===== config.mk =====
export PLATFORM = sky130hd
export DESIGN_NAME = wiper_bank
export DESIGN_NICKNAME = d
export VERILOG_FILES = /design/src/rtl/wiper_pkg.sv /design/src/rtl/wiper_tap_decoder.sv /design/src/rtl/wiper_cell.sv /design/src/rtl/wiper_bank.sv
export SDC_FILE = /design/constraint.sdc
export NUM_CORES = 1
export LEC_CHECK = 0
export ABC_AREA = 1
export CAP_MARGIN = 25
export CORE_UTILIZATION = 50
export CTS_BUF_LIST = sky130_fd_sc_hd__clkbuf_8 sky130_fd_sc_hd__clkbuf_16
export DETAILED_ROUTE_END_ITERATION = 8
export DONT_BUFFER_PORTS = 1
export PLACE_DENSITY_LB_ADDON = 0.3
export REMOVE_ABC_BUFFERS = 1
export SLEW_MARGIN = 30
export SYNTH_ARGS = -nofsm -noshare
export SYNTH_HDL_FRONTEND = slang
export SYNTH_SLANG_ARGS = --single-unit

===== constraint.sdc =====
create_clock -name clk -period 4.2 [get_ports clk]
set_input_delay 0.42 -clock clk [delete_from_list [all_inputs] [get_ports clk]]
set_output_delay 0.42 -clock clk [all_outputs]
set_load 0.03 [all_outputs]

===== src/rtl/wiper_pkg.sv =====
package wiper_pkg;
   // Which load source a channel takes this cycle (steps are handled apart)
   typedef enum logic [1:0] {
      LD_NONE = 2'd0,
      LD_HOST = 2'd1,
      LD_XFER = 2'd2
   } load_src_e;
endpackage


===== src/rtl/wiper_tap_decoder.sv =====
module wiper_tap_decoder #(
   parameter int WIDTH = 6,
   localparam int TAPS = 1 << WIDTH
) (
   input  logic [WIDTH-1:0] code,
   output logic [TAPS-1:0]  onehot
);
   if (WIDTH < 1 || WIDTH > 10) begin : g_bad_width
      $error("wiper_tap_decoder: WIDTH out of range");
   end

   always_comb begin
      onehot       = '0;
      onehot[code] = 1'b1;
   end
endmodule


===== src/rtl/wiper_cell.sv =====
module wiper_cell
   import wiper_pkg::*;
#(
   parameter int WIDTH    = 6,
   parameter bit SATURATE = 1'b1,
   localparam int TAPS    = 1 << WIDTH
) (
   input  logic             clk,
   input  logic             rst_n,
   input  logic [WIDTH-1:0] recall_val,
   input  load_src_e        src,
   input  logic [WIDTH-1:0] host_val,
   input  logic [WIDTH-1:0] xfer_val,
   input  logic             step_en,
   input  logic             step_up,
   output logic [WIDTH-1:0] pos,
   output logic [TAPS-1:0]  tap
);
   localparam logic [WIDTH-1:0] TOP = {WIDTH{1'b1}};
   localparam logic [WIDTH-1:0] BOT = '0;

   logic [WIDTH-1:0] up_val, dn_val, run_val, nxt_val;
   logic [TAPS-1:0]  nxt_tap;

   if (SATURATE) begin : g_sat
      assign up_val = (pos == TOP) ? pos : pos + 1'b1;
      assign dn_val = (pos == BOT) ? pos : pos - 1'b1;
   end else begin : g_wrap
      assign up_val = pos + 1'b1;
      assign dn_val = pos - 1'b1;
   end

   always_comb begin
      unique case (src)
         LD_HOST: run_val = host_val;
         LD_XFER: run_val = xfer_val;
         default: run_val = step_en ? (step_up ? up_val : dn_val) : pos;
      endcase
      nxt_val = rst_n ? run_val : recall_val;
   end

   wiper_tap_decoder #(.WIDTH(WIDTH)) u_dec (
      .code   (nxt_val),
      .onehot (nxt_tap)
   );

   always_ff @(posedge clk) begin
      pos <= nxt_val;
      tap <= nxt_tap;
   end

   AST_TAP_ONEHOT: assert property (@(posedge clk) disable iff (!rst_n)
      $onehot(tap)) else $error("tap not one-hot");
   AST_TAP_AT_POS: assert property (@(posedge clk) disable iff (!rst_n)
      tap[pos]) else $error("tap misaligned with position");
   AST_HOST_LOAD: assert property (@(posedge clk) disable iff (!rst_n)
      (src == LD_HOST) |=> pos == $past(host_val)) else $error("host load");
   AST_XFER_LOAD: assert property (@(posedge clk) disable iff (!rst_n)
      (src == LD_XFER) |=> pos == $past(xfer_val)) else $error("xfer load");
   AST_HOLD: assert property (@(posedge clk) disable iff (!rst_n)
      (src == LD_NONE && !step_en) |=> ($stable(pos) && $stable(tap)))
      else $error("idle channel moved");
   AST_STEP_UP: assert property (@(posedge clk) disable iff (!rst_n)
      (src == LD_NONE && step_en && step_up && pos != TOP)
      |=> pos == $past(pos) + 1'b1) else $error("step up");
   AST_STEP_DN: assert property (@(posedge clk) disable iff (!rst_n)
      (src == LD_NONE && step_en && !step_up && pos != BOT)
      |=> pos == $past(pos) - 1'b1) else $error("step down");
   if (SATURATE) begin : g_sat_chk
      AST_SAT_HIGH: assert property (@(posedge clk) disable iff (!rst_n)
         (src == LD_NONE && step_en && step_up && pos == TOP)
         |=> pos == TOP) else $error("high saturation");
      AST_SAT_LOW: assert property (@(posedge clk) disable iff (!rst_n)
         (src == LD_NONE && step_en && !step_up && pos == BOT)
         |=> pos == BOT) else $error("low saturation");
   end
endmodule


===== src/rtl/wiper_bank.sv =====
module wiper_bank
   import wiper_pkg::*;
#(
   parameter int NUM_POTS = 4,
   parameter int WIDTH    = 6,
   parameter bit SATURATE = 1'b1,
   localparam int TAPS    = 1 << WIDTH,
   localparam int SEL_W   = (NUM_POTS > 1) ? $clog2(NUM_POTS) : 1
) (
   input  logic                      clk,
   input  logic                      rst_n,
   input  logic [NUM_POTS*WIDTH-1:0] recall_bus,
   input  logic                      wr_en,
   input  logic [SEL_W-1:0]          wr_pot,
   input  logic [WIDTH-1:0]          wr_data,
   input  logic                      xfer_en,
   input  logic                      xfer_all,
   input  logic [SEL_W-1:0]          xfer_pot,
   input  logic [NUM_POTS*WIDTH-1:0] xfer_bus,
   input  logic                      step_en,
   input  logic [SEL_W-1:0]          step_pot,
   input  logic                      step_up,
   output logic [NUM_POTS*WIDTH-1:0] pos_bus,
   output logic [NUM_POTS*TAPS-1:0]  tap_bus
);
   if (NUM_POTS < 1 || NUM_POTS > 64) begin : g_bad_pots
      $error("wiper_bank: NUM_POTS out of range");
   end

   for (genvar i = 0; i < NUM_POTS; i++) begin : g_pot
      logic      host_hit, xfer_hit, step_hit;
      load_src_e src;

      assign host_hit = wr_en && (wr_pot == SEL_W'(i));
      assign xfer_hit = xfer_en && (xfer_all || (xfer_pot == SEL_W'(i)));
      assign step_hit = step_en && (step_pot == SEL_W'(i));
      assign src      = host_hit ? LD_HOST : (xfer_hit ? LD_XFER : LD_NONE);

      wiper_cell #(.WIDTH(WIDTH), .SATURATE(SATURATE)) u_cell (
         .clk        (clk),
         .rst_n      (rst_n),
         .recall_val (recall_bus[i*WIDTH +: WIDTH]),
         .src        (src),
         .host_val   (wr_data),
         .xfer_val   (xfer_bus[i*WIDTH +: WIDTH]),
         .step_en    (step_hit),
         .step_up    (step_up),
         .pos        (pos_bus[i*WIDTH +: WIDTH]),
         .tap        (tap_bus[i*TAPS +: TAPS])
      );
   end

   AST_GLOBAL_LOAD: assert property (@(posedge clk) disable iff (!rst_n)
      (xfer_en && xfer_all && !wr_en) |=> pos_bus == $past(xfer_bus))
      else $error("global transfer missed a channel");
   AST_WRITE_WINS: assert property (@(posedge clk) disable iff (!rst_n)
      wr_en |=> pos_bus[WIDTH*$past(wr_pot) +: WIDTH] == $past(wr_data))
      else $error("write lost priority");
endmodule


==> results of run 1 <==
-- power by group --
group / total [mW] / internal [mW] / switching [mW]
registers: 2.99 / 2.74 / 0.255
clock network: 2.23 / 1.25 / 0.987
logic: 0.597 / 0.167 / 0.430
-- routing by layer --
| layer | track usage | vias up | routed length [um] |
|---|---|---|---|
| met4 | 0.0662 | 0 | 469 |
| met5 | 0.00251 | - | 0 |
| li1 | - | 3736 | - |
| met3 | 0.102 | 35 | 3290 |
| met2 | 0.415 | 382 | 12400 |
| met1 | 0.334 | 3595 | 10800 |
-- final timing paths --
kind	start	end	slack (ps)	depth (start not counted)
max reg2reg	g_pot[2].u_cell.pos[0]	g_pot[2].u_cell.tap[8]	1590	12
max	g_pot[2].u_cell.pos[0]	g_pot[2].u_cell.tap[8]	1590	12
min	rst_n	g_pot[0].u_cell.pos[0]	50	1
min reg2reg	g_pot[1].u_cell.pos[3]	g_pot[1].u_cell.pos[3]	900	4
-- cell families after synthesis --
group / count (synthesis) / synth area share
xor gates and xnor gates: 11 / 0.00987
AOI/OAI and AO/OA: 91 / 0.0603
buffers and inverters: 117 / 0.0469
and+or+nand+nor: 665 / 0.293
DFF: 280 / 0.574
adders and majority gates: 12 / 0.0154
-- critical path: cells and delay by family, from the launching register on --
family	cells	cell delay (ps)
buffers and inverters	2	270
flip-flops	1	660
AO/OA/AOI/OAI	3	520
adder cells (fa/ha/maj)	1	260
AND/OR/NAND/NOR	6	760
-- sequential cells by signal (all words and copies together), names as in the netlist --
| name | flops |
|---|---|
| g_pot.u_cell.tap | 256 |
| g_pot.u_cell.pos | 24 |
-- cell type report --
cell class / count / share of cell area
Sequential cell: 280 / 0.518
Tap cell: 260 / 0.0300
Inverter: 99 / 0.0343
Antenna cell: 1 / 0.000231
Clock inverter: 18 / 0.00901
Clock buffer: 31 / 0.0675
Multi-Input combinational cell: 779 / 0.341
-- stage by stage --
stage,setup slack (ps),util,hold slack [ps],instance area (sq um),cells
finish,1590,0.573,51.1,10800,1468
global route,1300,0.573,26.5,10800,1467
CTS,1620,0.573,23.2,10800,1467
detailed placement,1650,0.529,584,10000,1418
global placement,1710,0.529,586,10000,1418
floorplan,2110,-,550,9670,1158
-- placed cells by master (no fill, tap or decap), types with 3 or more instances in the layout --
| cell type | instances |
|---|---|
| clkbuf_8 | 4 |
| xor2_1 | 8 |
| o211ai_1 | 7 |
| inv_6 | 3 |
| a21oi_1 | 33 |
| clkbuf_16 | 27 |
| o22ai_1 | 3 |
| nand2_2 | 27 |
| nor2_2 | 6 |
| ha_1 | 12 |
| o21ai_1 | 8 |
| o21ai_2 | 3 |
| nand3_1 | 91 |
| o21ai_0 | 20 |
| o221ai_1 | 3 |
| nand4_1 | 9 |
| dfxtp_1 | 280 |
| nor2_1 | 316 |
| nand3_2 | 19 |
| xnor2_1 | 3 |
| nand2_1 | 189 |
| or2_2 | 4 |
| a21oi_4 | 3 |
| inv_1 | 99 |
| a41oi_1 | 4 |
| inv_2 | 10 |
==> impl_results.md, run 1 <==
- Setup Fix Bufs, Post-CTS: 0
- Initial DRT Pass Iterations: 5
- Crit start category: flop
- Peak VDD IR: 0.369 mV
- Multi-input logic area: 0.00370 sq mm
- Worst path max stage delay: 660 ps
- # fillers: 1693
- I/O pin count: 347
- Share of cells above drive strength 1: 0.0978
- GP Congestion: 0.930
- First-pass GRT wire length: 40.9 mm
- CTS H-tree depth: 1
- Total number of vias: 7748
- Die ar.: 0.0201 sq mm
- Die Span Y: 142 um
- Std cell rows: 50
- Core footprint: 0.0189 sq mm
- Leakage: 4.64 nW
- Sequential element share of the synthesized area: 0.574
- Crit-path cells: inv_1, ha_1, nand3_1, inv_1, nand2_1, nand2_1, o21ai_1, nand2_1, a21oi_1, a21oi_1, nand2_1, nor2_1
- Worst-Skew Late Latency: 530 ps
- Post-route minimum period: 2610 ps
- Final Hold Viols: 0
- Max Clock Skew: 14.6 ps
- Ys flop type: dfxtp_1
- Tot Pwr: 5.82 mW
- Post-Syn Area: 0.00976 sq mm
- GRT Util Overall: 0.262
- Slew margin rel.: 0.546
- Fmax: 383 MHz
- Status: completed
- CTS Sinks: 280
- Synth area leaders: dfxtp_1, nor2_1, nand2_1, nand3_1, inv_1
- Async SR Flop Fraction: 0
- Area Growth Syn to Fin: 11.0%
- Vias per cell: 5.28
- Fin nets: 1266
- Number of synthesized flops with an enable pin: 0
- Routed WL: 27.0 mm
- Slew Viols, Final: 0
- Longest Clk Path Bufs: 3
- Flop and latch count out of synthesis: 280
- Yosys cell types: 37
- RSZ-0062 raised after global routing: no
- Power per cell area: 538 mW/mm^2
- Synth area leader: dfxtp_1
- Max-cap violations: 0
- CTS buffer count: 27
- Drt wl/cell: 18.4 um
- ANT nets after route: 0
- Largest net degree at the start of global routing: 42
- Setup CP Type: flop to flop
- GR Overflow Total: 0
- Die X-Extent: 142 um
- Mapped Cells: 1176
- Port Buffers: 0
- Number of global-route vias before repair: 7225
- Worst endpoint required time: 4600 ps
- CTS Root Cell: clkbuf_16
- Most instantiated cells after synthesis: nor2_1, dfxtp_1, nand2_1
- DRT iter0 DRCs: 461
- Share of the synthesized area in the top cell type: 0.574
- Yosys warns: 0
- Slowest cell on crit path: dfxtp_1
- Final setup violating endpoints: 0
- Initial Util: 0.517
- Mean post-synth cell area: 8.30 sq um
- Crit Path Max Fanout: 8
- Worst Hold Class: primary input to flop
- Initial antenna violation count: 0
- Worst slew pin tran: 681 ps
- Most frequent cell after synthesis: nor2_1
- Resize count post-CTS: 0
- CTS tree: done
- Post-DP HPWL: 19.5 mm
- Critical Path AT: 3020 ps
- Final Cycle Share: 0.622
- Final setup TNS: 0 ps
- Element type at the critical path end: flop
- Cts hold-fix bufs: 0
- DRC viols: 0
- Register area: 0.00561 sq mm
- Clock-pin slew on the worst setup and hold paths: 60 ps
- Most common cell on crit path: nand2_1
Power figures use the tool's default switching activity.
==> inputs of run 2 (changes only) <==
==> constraint.sdc (replaced) <==
create_clock -name clk -period 2.4 [get_ports clk]
set_input_delay 0.24 -clock clk [delete_from_list [all_inputs] [get_ports clk]]
set_output_delay 0.24 -clock clk [all_outputs]
set_load 0.03 [all_outputs]
==> impl_results.md, run 2 (synthesis results as in run 1) <==
- Pint: 7.83 mW (+89%)
- Critical Path AT: 2690 ps (-330 ps)
- Final Cycle Share: 0.950 (+0.327)
- Clk pwr share: 0.404 (+0.021)
- Setup CP Type: flop to flop
- Worst path max stage delay: 590 ps (-70 ps)
- Final Hold Viols: 0 (unchanged)
- CTS Root Cell: clkbuf_16
- Area Growth Syn to Fin: 16.9%
- Crit start category: flop
- Met3 Track Usage GR: 0.104 (+0.00270)
- Share of cells above drive strength 1: 0.140 (+0.0425)
- Total number of vias: 7993 (+3.2%)
- Initial Util: 0.517 (unchanged)
- Sw Share: 0.273 (-0.0137)
- I/O pin count: 347 (unchanged)
- ANT nets after route: 0 (unchanged)
- Crit Path Max Fanout: 6 (-2)
- Slew margin rel.: 0.579 (+0.0333)
- GR Overflow Total: 0 (unchanged)
- Part of the power in registers: 0.475 (-0.039)
- Longest Clk Path Bufs: 3 (unchanged)
- CTS H-tree depth: 1 (unchanged)
- Placed cells: 1448 (+2.1%)
- Most frequent cells in the layout: nor2_1, dfxtp_1, nand2_1
- Setup Fix Bufs, Post-CTS: 0 (unchanged)
- Drt wl/cell: 18.3 um (-0.21%)
- Worst-Skew Late Latency: 520 ps (about the same)
- CTS Sinks: 280 (unchanged)
- Max-cap violations: 0 (unchanged)
- Die ar.: 0.0201 sq mm (unchanged)
- Largest net degree at the start of global routing: 37 (-12%)
- # fillers: 1703 (+0.59%)
- Placed inst area: 0.0102 sq mm (+2.3%)
- Fmax: 439 MHz (+15%)
- Most common cell on crit path: nand2_1
- Tot Pwr: 10.8 mW (+85%)
- Die Span Y: 142 um (unchanged)
- Status: completed
- Clock-pin slew on the worst setup and hold paths: 70 ps (about the same)
- Vias per cell: 5.27 (-0.10%)
- Worst Hold Class: primary input to flop
- Initial DRT Pass Iterations: 7 (+2)
- Worst endpoint required time: 2810 ps (-1790 ps)
- Slew Viols, Final: 0 (unchanged)
- First-pass GRT wire length: 41.9 mm (+2.4%)
- Power per cell area: 944 mW/mm^2 (+76%)
- Post-route insts no fill: 1516 (+3.3%)
- Std cell rows: 50 (unchanged)
- GR Layer Usage met2: 0.428 (+0.0130)
- GP Congestion: 1.00 (+7.8%)
- GRT Util Overall: 0.269 (+0.00707)
- Final setup TNS: 0 ps (unchanged)
- Slowest cell on crit path: dlygate4sd3_1
- Finished Cell Area: 0.0114 sq mm (+5.4%)
- Final Core Density: 0.604 (+0.0308)
- Final setup violating endpoints: 0 (unchanged)
- P_sw: 2.95 mW (+76%)
- Biggest register: g_pot.u_cell.tap
- Initial antenna violation count: 1 (+1)
- Largest register FFs: 256 (unchanged)
- Buf/Inv on CP: 1 (-1)
- Largest regs: g_pot.u_cell.tap x256, g_pot.u_cell.pos x24
- CTS buffer count: 26 (-3.7%)
- Die X-Extent: 142 um (unchanged)
- DRT iter0 DRCs: 519 (+13%)
- Peak VDD IR: 0.597 mV (+62%)
- Element type at the critical path end: flop
- Core footprint: 0.0189 sq mm (unchanged)
- CP delay by family, top: simple AND/OR/NAND/NOR gates
- Most common cell after layout, fill and taps aside: nor2_1
- Post-route minimum period: 2280 ps (-335 ps)
- Leakage: 4.89 nW (+5.5%)
- Fin nets: 1314 (+3.8%)
- Post-DP HPWL: 20.0 mm (+2.5%)
- Number of global-route vias before repair: 7604 (+5.2%)
- Max Clock Skew: 12.5 ps (-2.02 ps)
- Global route hottest layer: met2
- RSZ-0062 raised after global routing: yes
- CTS tree: done
- Met1 Use GR: 0.335 (+0.00114)
- Crit-path cells: ha_2, nand3_2, nor2_2, nand2_2, nand2_1, nand2_1, nand2_1, nand2_1, nand2_1, nand2_2, nand2_2, o21ai_4, dlygate4sd3_1
- DRC viols: 0 (unchanged)
- Worst slew pin tran: 630 ps (-51.1 ps)
- Gate power share: 0.120 (+0.017)
- Routed WL: 27.8 mm (+3.1%)
- Port Buffers: 0 (unchanged)
## run 2: changes by cell type in the layout (fill, tap and decap cells not counted), moves of 4 or more
cell,before,now
dlygate4sd3_1,0,19
buf_4,0,30
nand2_1,189,175
inv_1,99,90
clkbuf_8,4,9
nand2_2,27,41
dfxtp_1,280,276
## run 2: worst min-delay path, delay by kind of cell
kind	cells	cell delay, ps
simple gates	2	180
buf+inv	1	80
## run 2: what timing repair did
action,in CTS,in global routing
resized for setup,0,22
endpoints found under the setup margin,0,100
hold buffers,19,0
hold endpoints to repair,17,0
## run 2: area by class of cell
class / count / area, sq um / area share
clock inverters: 12 / 145 / 0.0127
well taps: 260 / 325 / 0.0285
inverters: 99 / 372 / 0.0326
clock buffers: 36 / 800 / 0.0701
repair buffers: 49 / 415 / 0.0364
flip-flops and latches: 280 / 5610 / 0.492
diodes: 1 / 2.50 / 0.000219
multi-input cells: 779 / 3740 / 0.328
## run 2: layer usage
| layer | vias up | part of all wire |
|---|---|---|
| li1 | 3827 | - |
| met5 | - | 0 |
| met1 | 3701 | 0.40 |
| met4 | 0 | 0.022 |
| met3 | 47 | 0.13 |
| met2 | 418 | 0.45 |
## run 2: final timing paths
kind,from,to,cells after the start,slack [ps]
min reg2reg,g_pot[1].u_cell.pos[3],g_pot[1].u_cell.pos[3],4,770
max,g_pot[0].u_cell.pos[1],g_pot[0].u_cell.pos[0],13,120
max reg2reg,g_pot[0].u_cell.pos[1],g_pot[0].u_cell.pos[0],13,120
min,recall_bus[13],g_pot[2].u_cell.pos[1],3,20
## run 2: per-stage QoR
stage / hold slack [ps] / setup WS (ps)
floorplan: 370 / 314
global placement: 399 / 109
detailed placement: 401 / 108
CTS: 9.29 / 25.9
global route: 34.7 / -27.5
finish: 24.8 / 121
## run 2: power by group through the flow
| stage | logic, mW | clock network, mW | registers, mW |
|---|---|---|---|
| floorplan | 0.797 | 0 | 5.28 |
| global placement | 1.22 | 0 | 5.23 |
| detailed placement | 1.23 | 0 | 5.22 |
| CTS | 1.27 | 4.40 | 5.12 |
| global route | 1.44 | 4.62 | 5.14 |
| finish | 1.30 | 4.36 | 5.12 |
==> inputs of run 3 (changes only) <==
--- a/config.mk
+++ b/config.mk
@@ -5,13 +5,13 @@
 export SDC_FILE = /design/constraint.sdc
 export NUM_CORES = 1
 export LEC_CHECK = 0
-export ABC_AREA = 1
 export CAP_MARGIN = 25
 export CORE_UTILIZATION = 50
 export CTS_BUF_LIST = sky130_fd_sc_hd__clkbuf_8 sky130_fd_sc_hd__clkbuf_16
+export CTS_CLUSTER_DIAMETER = 60
 export DETAILED_ROUTE_END_ITERATION = 8
 export DONT_BUFFER_PORTS = 1
-export PLACE_DENSITY_LB_ADDON = 0.3
+export PLACE_DENSITY = 0.77
 export REMOVE_ABC_BUFFERS = 1
 export SLEW_MARGIN = 30
 export SYNTH_ARGS = -nofsm -noshare
==> impl_results.md, run 3 <==
- Status: completed
- CTS H-tree depth: 1 (unchanged)
- Number of global-route vias before repair: 8197 (+7.8%)
- Final Worst Setup Slack: 78.6 ps (-42.4 ps)
- Final setup TNS: 0 ps (unchanged)
- Final setup violating endpoints: 0 (unchanged)
- Flop and latch count out of synthesis: 280 (unchanged)
- Crit Reg-Reg Endpoint: g_pot[3].u_cell.tap[59]
- Longest Clk Path Bufs: 3 (unchanged)
- RSZ-0062 raised after global routing: yes
- Hold path cells: 2 (-1)
- Pint: 7.68 mW (-1.9%)
- DRT iter0 DRCs: 600 (+16%)
- Clock-pin slew on the worst setup and hold paths: 70 ps (about the same)
- Gate power share: 0.172 (+0.052)
- Setup CP Type: flop to flop
- Sw Share: 0.300 (+0.0271)
- Slowest cell on crit path: o32a_1
- Sequential element share of the synthesized area: 0.526 (-0.0480)
- Die ar.: 0.0219 sq mm (+9.0%)
- Mean post-synth cell area: 9.62 sq um (+16%)
- Worst-Skew Late Latency: 530 ps (about the same)
- Synth area leaders: dfxtp_1, nor2_1, nor3_1, nor3_2, buf_2
- Yosys warns: 0 (unchanged)
- Post-route minimum period: 2320 ps (+42.4 ps)
- Fin nets: 1227 (-6.6%)
- Hold Path Origin: rst_n
- Drt wl/cell: 22.2 um (+21%)
- GP Congestion: 0.939 (-6.4%)
- First-pass GRT wire length: 48.0 mm (+15%)
- Slew Viols, Final: 0 (unchanged)
- Part of the power in registers: 0.470 (-0.005)
- Area Growth Syn to Fin: 17.2%
- Final Cycle Share: 0.967 (+0.0177)
- Die X-Extent: 148 um (+4.4%)
- Std cell rows: 53 (+6.0%)
- Worst slew pin tran: 626 ps (-3.94 ps)
- Most common cell after layout, fill and taps aside: dfxtp_1
- Die Span Y: 148 um (+4.4%)
- Most common cell on crit path: buf_4
- Max-cap violations: 0 (unchanged)
- CTS tree: done
- Peak VDD IR: 0.744 mV (+25%)
- Most frequent cells in the layout: dfxtp_1, nor2_1, nor3_1
- Leakage: 4.57 nW (-6.5%)
- Post-route insts no fill: 1444 (-4.7%)
- Hold_ws: 32.5 ps (+7.74 ps)
- Largest net degree at the start of global routing: 57 (+54%)
- CTS buffer count: 26 (unchanged)
- GR Overflow Total: 0 (unchanged)
- Power per cell area: 880 mW/mm^2 (-6.8%)
- Crit-path cells: inv_1, ha_2, nor3b_4, buf_4, a211oi_1, o31a_1, o32a_1, inv_2, nand4_1, buf_4, nor2_1
- Most instantiated cells after synthesis: dfxtp_1, nor2_1, nor3_1
- Element type at the critical path end: flop
- Largest register FFs: 256 (unchanged)
- Worst path max stage delay: 360 ps (-230 ps)
- Initial DRT Pass Iterations: 5 (-2)
- Crit Path Max Fanout: 8 (+2)
- Core footprint: 0.0210 sq mm (+11%)
- CTS Sinks: 280 (unchanged)
- Synth area leader: dfxtp_1
- Initial Util: 0.508 (-0.00838)
- Crit start category: flop
- R2R depth: 11 (-2)
- Placed cells: 1383 (-4.5%)
- Routed WL: 32.1 mm (+15%)
- P_sw: 3.30 mW (+12%)
- Biggest register: g_pot.u_cell.tap
- Async SR Flop Fraction: 0 (unchanged)
- Tot Pwr: 11.0 mW (+1.9%)
- Mapped Cells: 1107 (-5.9%)
- Critical Path AT: 2790 ps (+100 ps)
- I/O pin count: 347 (unchanged)
- Max Clock Skew: 12.4 ps (-0.127 ps)
- Initial antenna violation count: 2 (+1)
- GRT Util Overall: 0.278 (+0.00869)
- CTS Root Cell: clkbuf_16
- Post-DP HPWL: 22.8 mm (+14%)
- Pre-CTS WS: -28.7 ps (-137 ps)
- Largest regs: g_pot.u_cell.tap x256, g_pot.u_cell.pos x24
- Fmax: 431 MHz (-1.8%)
- Hold EP: g_pot[3].u_cell.pos[4]
- Post-Syn Area: 0.0107 sq mm (+9.1%)
- Final Core Density: 0.596 (-0.00839)
- Yosys cell types: 90 (+140%)
- Number of synthesized flops with an enable pin: 0 (unchanged)
- Worst endpoint required time: 2860 ps (+50 ps)
- ANT nets after route: 0 (unchanged)
- Ys flop type: dfxtp_1
- Most frequent cell after synthesis: dfxtp_1
- FF-to-FF setup slack: 80 ps (-40 ps)
- Port Buffers: 0 (unchanged)
- # fillers: 1713 (+0.59%)
- Slew margin rel.: 0.571 (-0.00792)
- Placed inst area: 0.0113 sq mm (+10%)
- RR Startpoint: g_pot[3].u_cell.pos[1]
- Worst Hold Class: primary input to flop
- Total number of vias: 8757 (+9.6%)
- Share of the synthesized area in the top cell type: 0.526 (-0.0480)
- Clk pwr share: 0.359 (-0.045)
- Final Hold Viols: 0 (unchanged)
- DRC viols: 0 (unchanged)
- Finished Cell Area: 0.0125 sq mm (+9.4%)
- Vias per cell: 6.06 (+15%)
- Share of cells above drive strength 1: 0.236 (+0.0961)
## run 3: changes by cell type in the layout (fill, tap and decap cells not counted), sizes merged, moves of 25 or more
| cell | previous run | this run |
|---|---|---|
| buf | 30 | 102 |
| nand4 | 9 | 40 |
| nand2 | 216 | 38 |
| nand3 | 110 | 22 |
| nor2 | 323 | 166 |
| inv | 101 | 41 |
| nor3 | 2 | 142 |
| a31oi | 0 | 25 |
## run 3: cell families after synthesis
group | after synthesis | share of synthesized area
AO/OA/AOI/OAI | 192 | 0.143
XOR/XNOR | 1 | 0.000823
buffers and inverters | 122 | 0.0590
adder cells (fa/ha/maj) | 12 | 0.0141
multiplexers | 2 | 0.00200
flip-flops | 280 | 0.526
AND/OR/NAND/NOR | 498 | 0.255
## run 3: area by class of cell
class / count / area (sq um) / area share
Clock inverter: 19 / 140 / 0.0112
Inverter: 33 / 124 / 0.00992
Clock buffer: 29 / 692 / 0.0554
Antenna cell: 1 / 2.50 / 0.000200
Sequential cell: 280 / 5610 / 0.450
Tap cell: 275 / 344 / 0.0276
Timing Repair Buffer: 102 / 906 / 0.0726
Multi-Input combinational cell: 705 / 4660 / 0.373
## run 3: power groups by stage
stage	Sequential (mW)	Clock, mW	Combinational [mW]
floorplan	5.36	0	0.919
global placement	5.25	0	1.70
detailed placement	5.25	0	1.73
CTS	5.15	3.98	1.75
global route	5.17	4.20	2.02
finish	5.16	3.94	1.89
## run 3: worst max path at each step
stage,from,slack [ps],endpoint
after floorplan,g_pot[0].u_cell.pos[1],-500,g_pot[0].u_cell.tap[18]
after global placement,g_pot[1].u_cell.pos[1],40,g_pot[1].u_cell.tap[21]
after CTS,g_pot[1].u_cell.pos[0],2,g_pot[1].u_cell.tap[49]
after detailed placement,g_pot[3].u_cell.pos[1],-30,g_pot[3].u_cell.tap[24]
after global routing,g_pot[1].u_cell.pos[1],-30,g_pot[1].u_cell.tap[2]
final,g_pot[3].u_cell.pos[1],80,g_pot[3].u_cell.tap[59]
## run 3: timing repair
action                                  4_1_cts  5_1_grt
setup buffers                                 2       10
hold buffers                                  0        0
pin swaps                                     2       13
resized for setup                             3       59
endpoints found under the setup margin       12      211
## run 3: per-layer routing
layer | routed length [um] | share of wire | up-vias | track usage
met5 | 17 | 0.00053 | - | 0
met4 | 563 | 0.018 | 2 | 0.0613
met3 | 2990 | 0.093 | 45 | 0.0799
met2 | 15600 | 0.49 | 435 | 0.471
met1 | 12900 | 0.40 | 4234 | 0.348
li1 | - | - | 4041 | -
## run 3: worst max-delay path, delay by kind of cell, from the launching register on
family,cells,cell delay [ps]
AOI/OAI and AO/OA,3,700
adders and majority gates,1,170
buffers and inverters,4,570
DFF,1,340
and+or+nand+nor,3,460
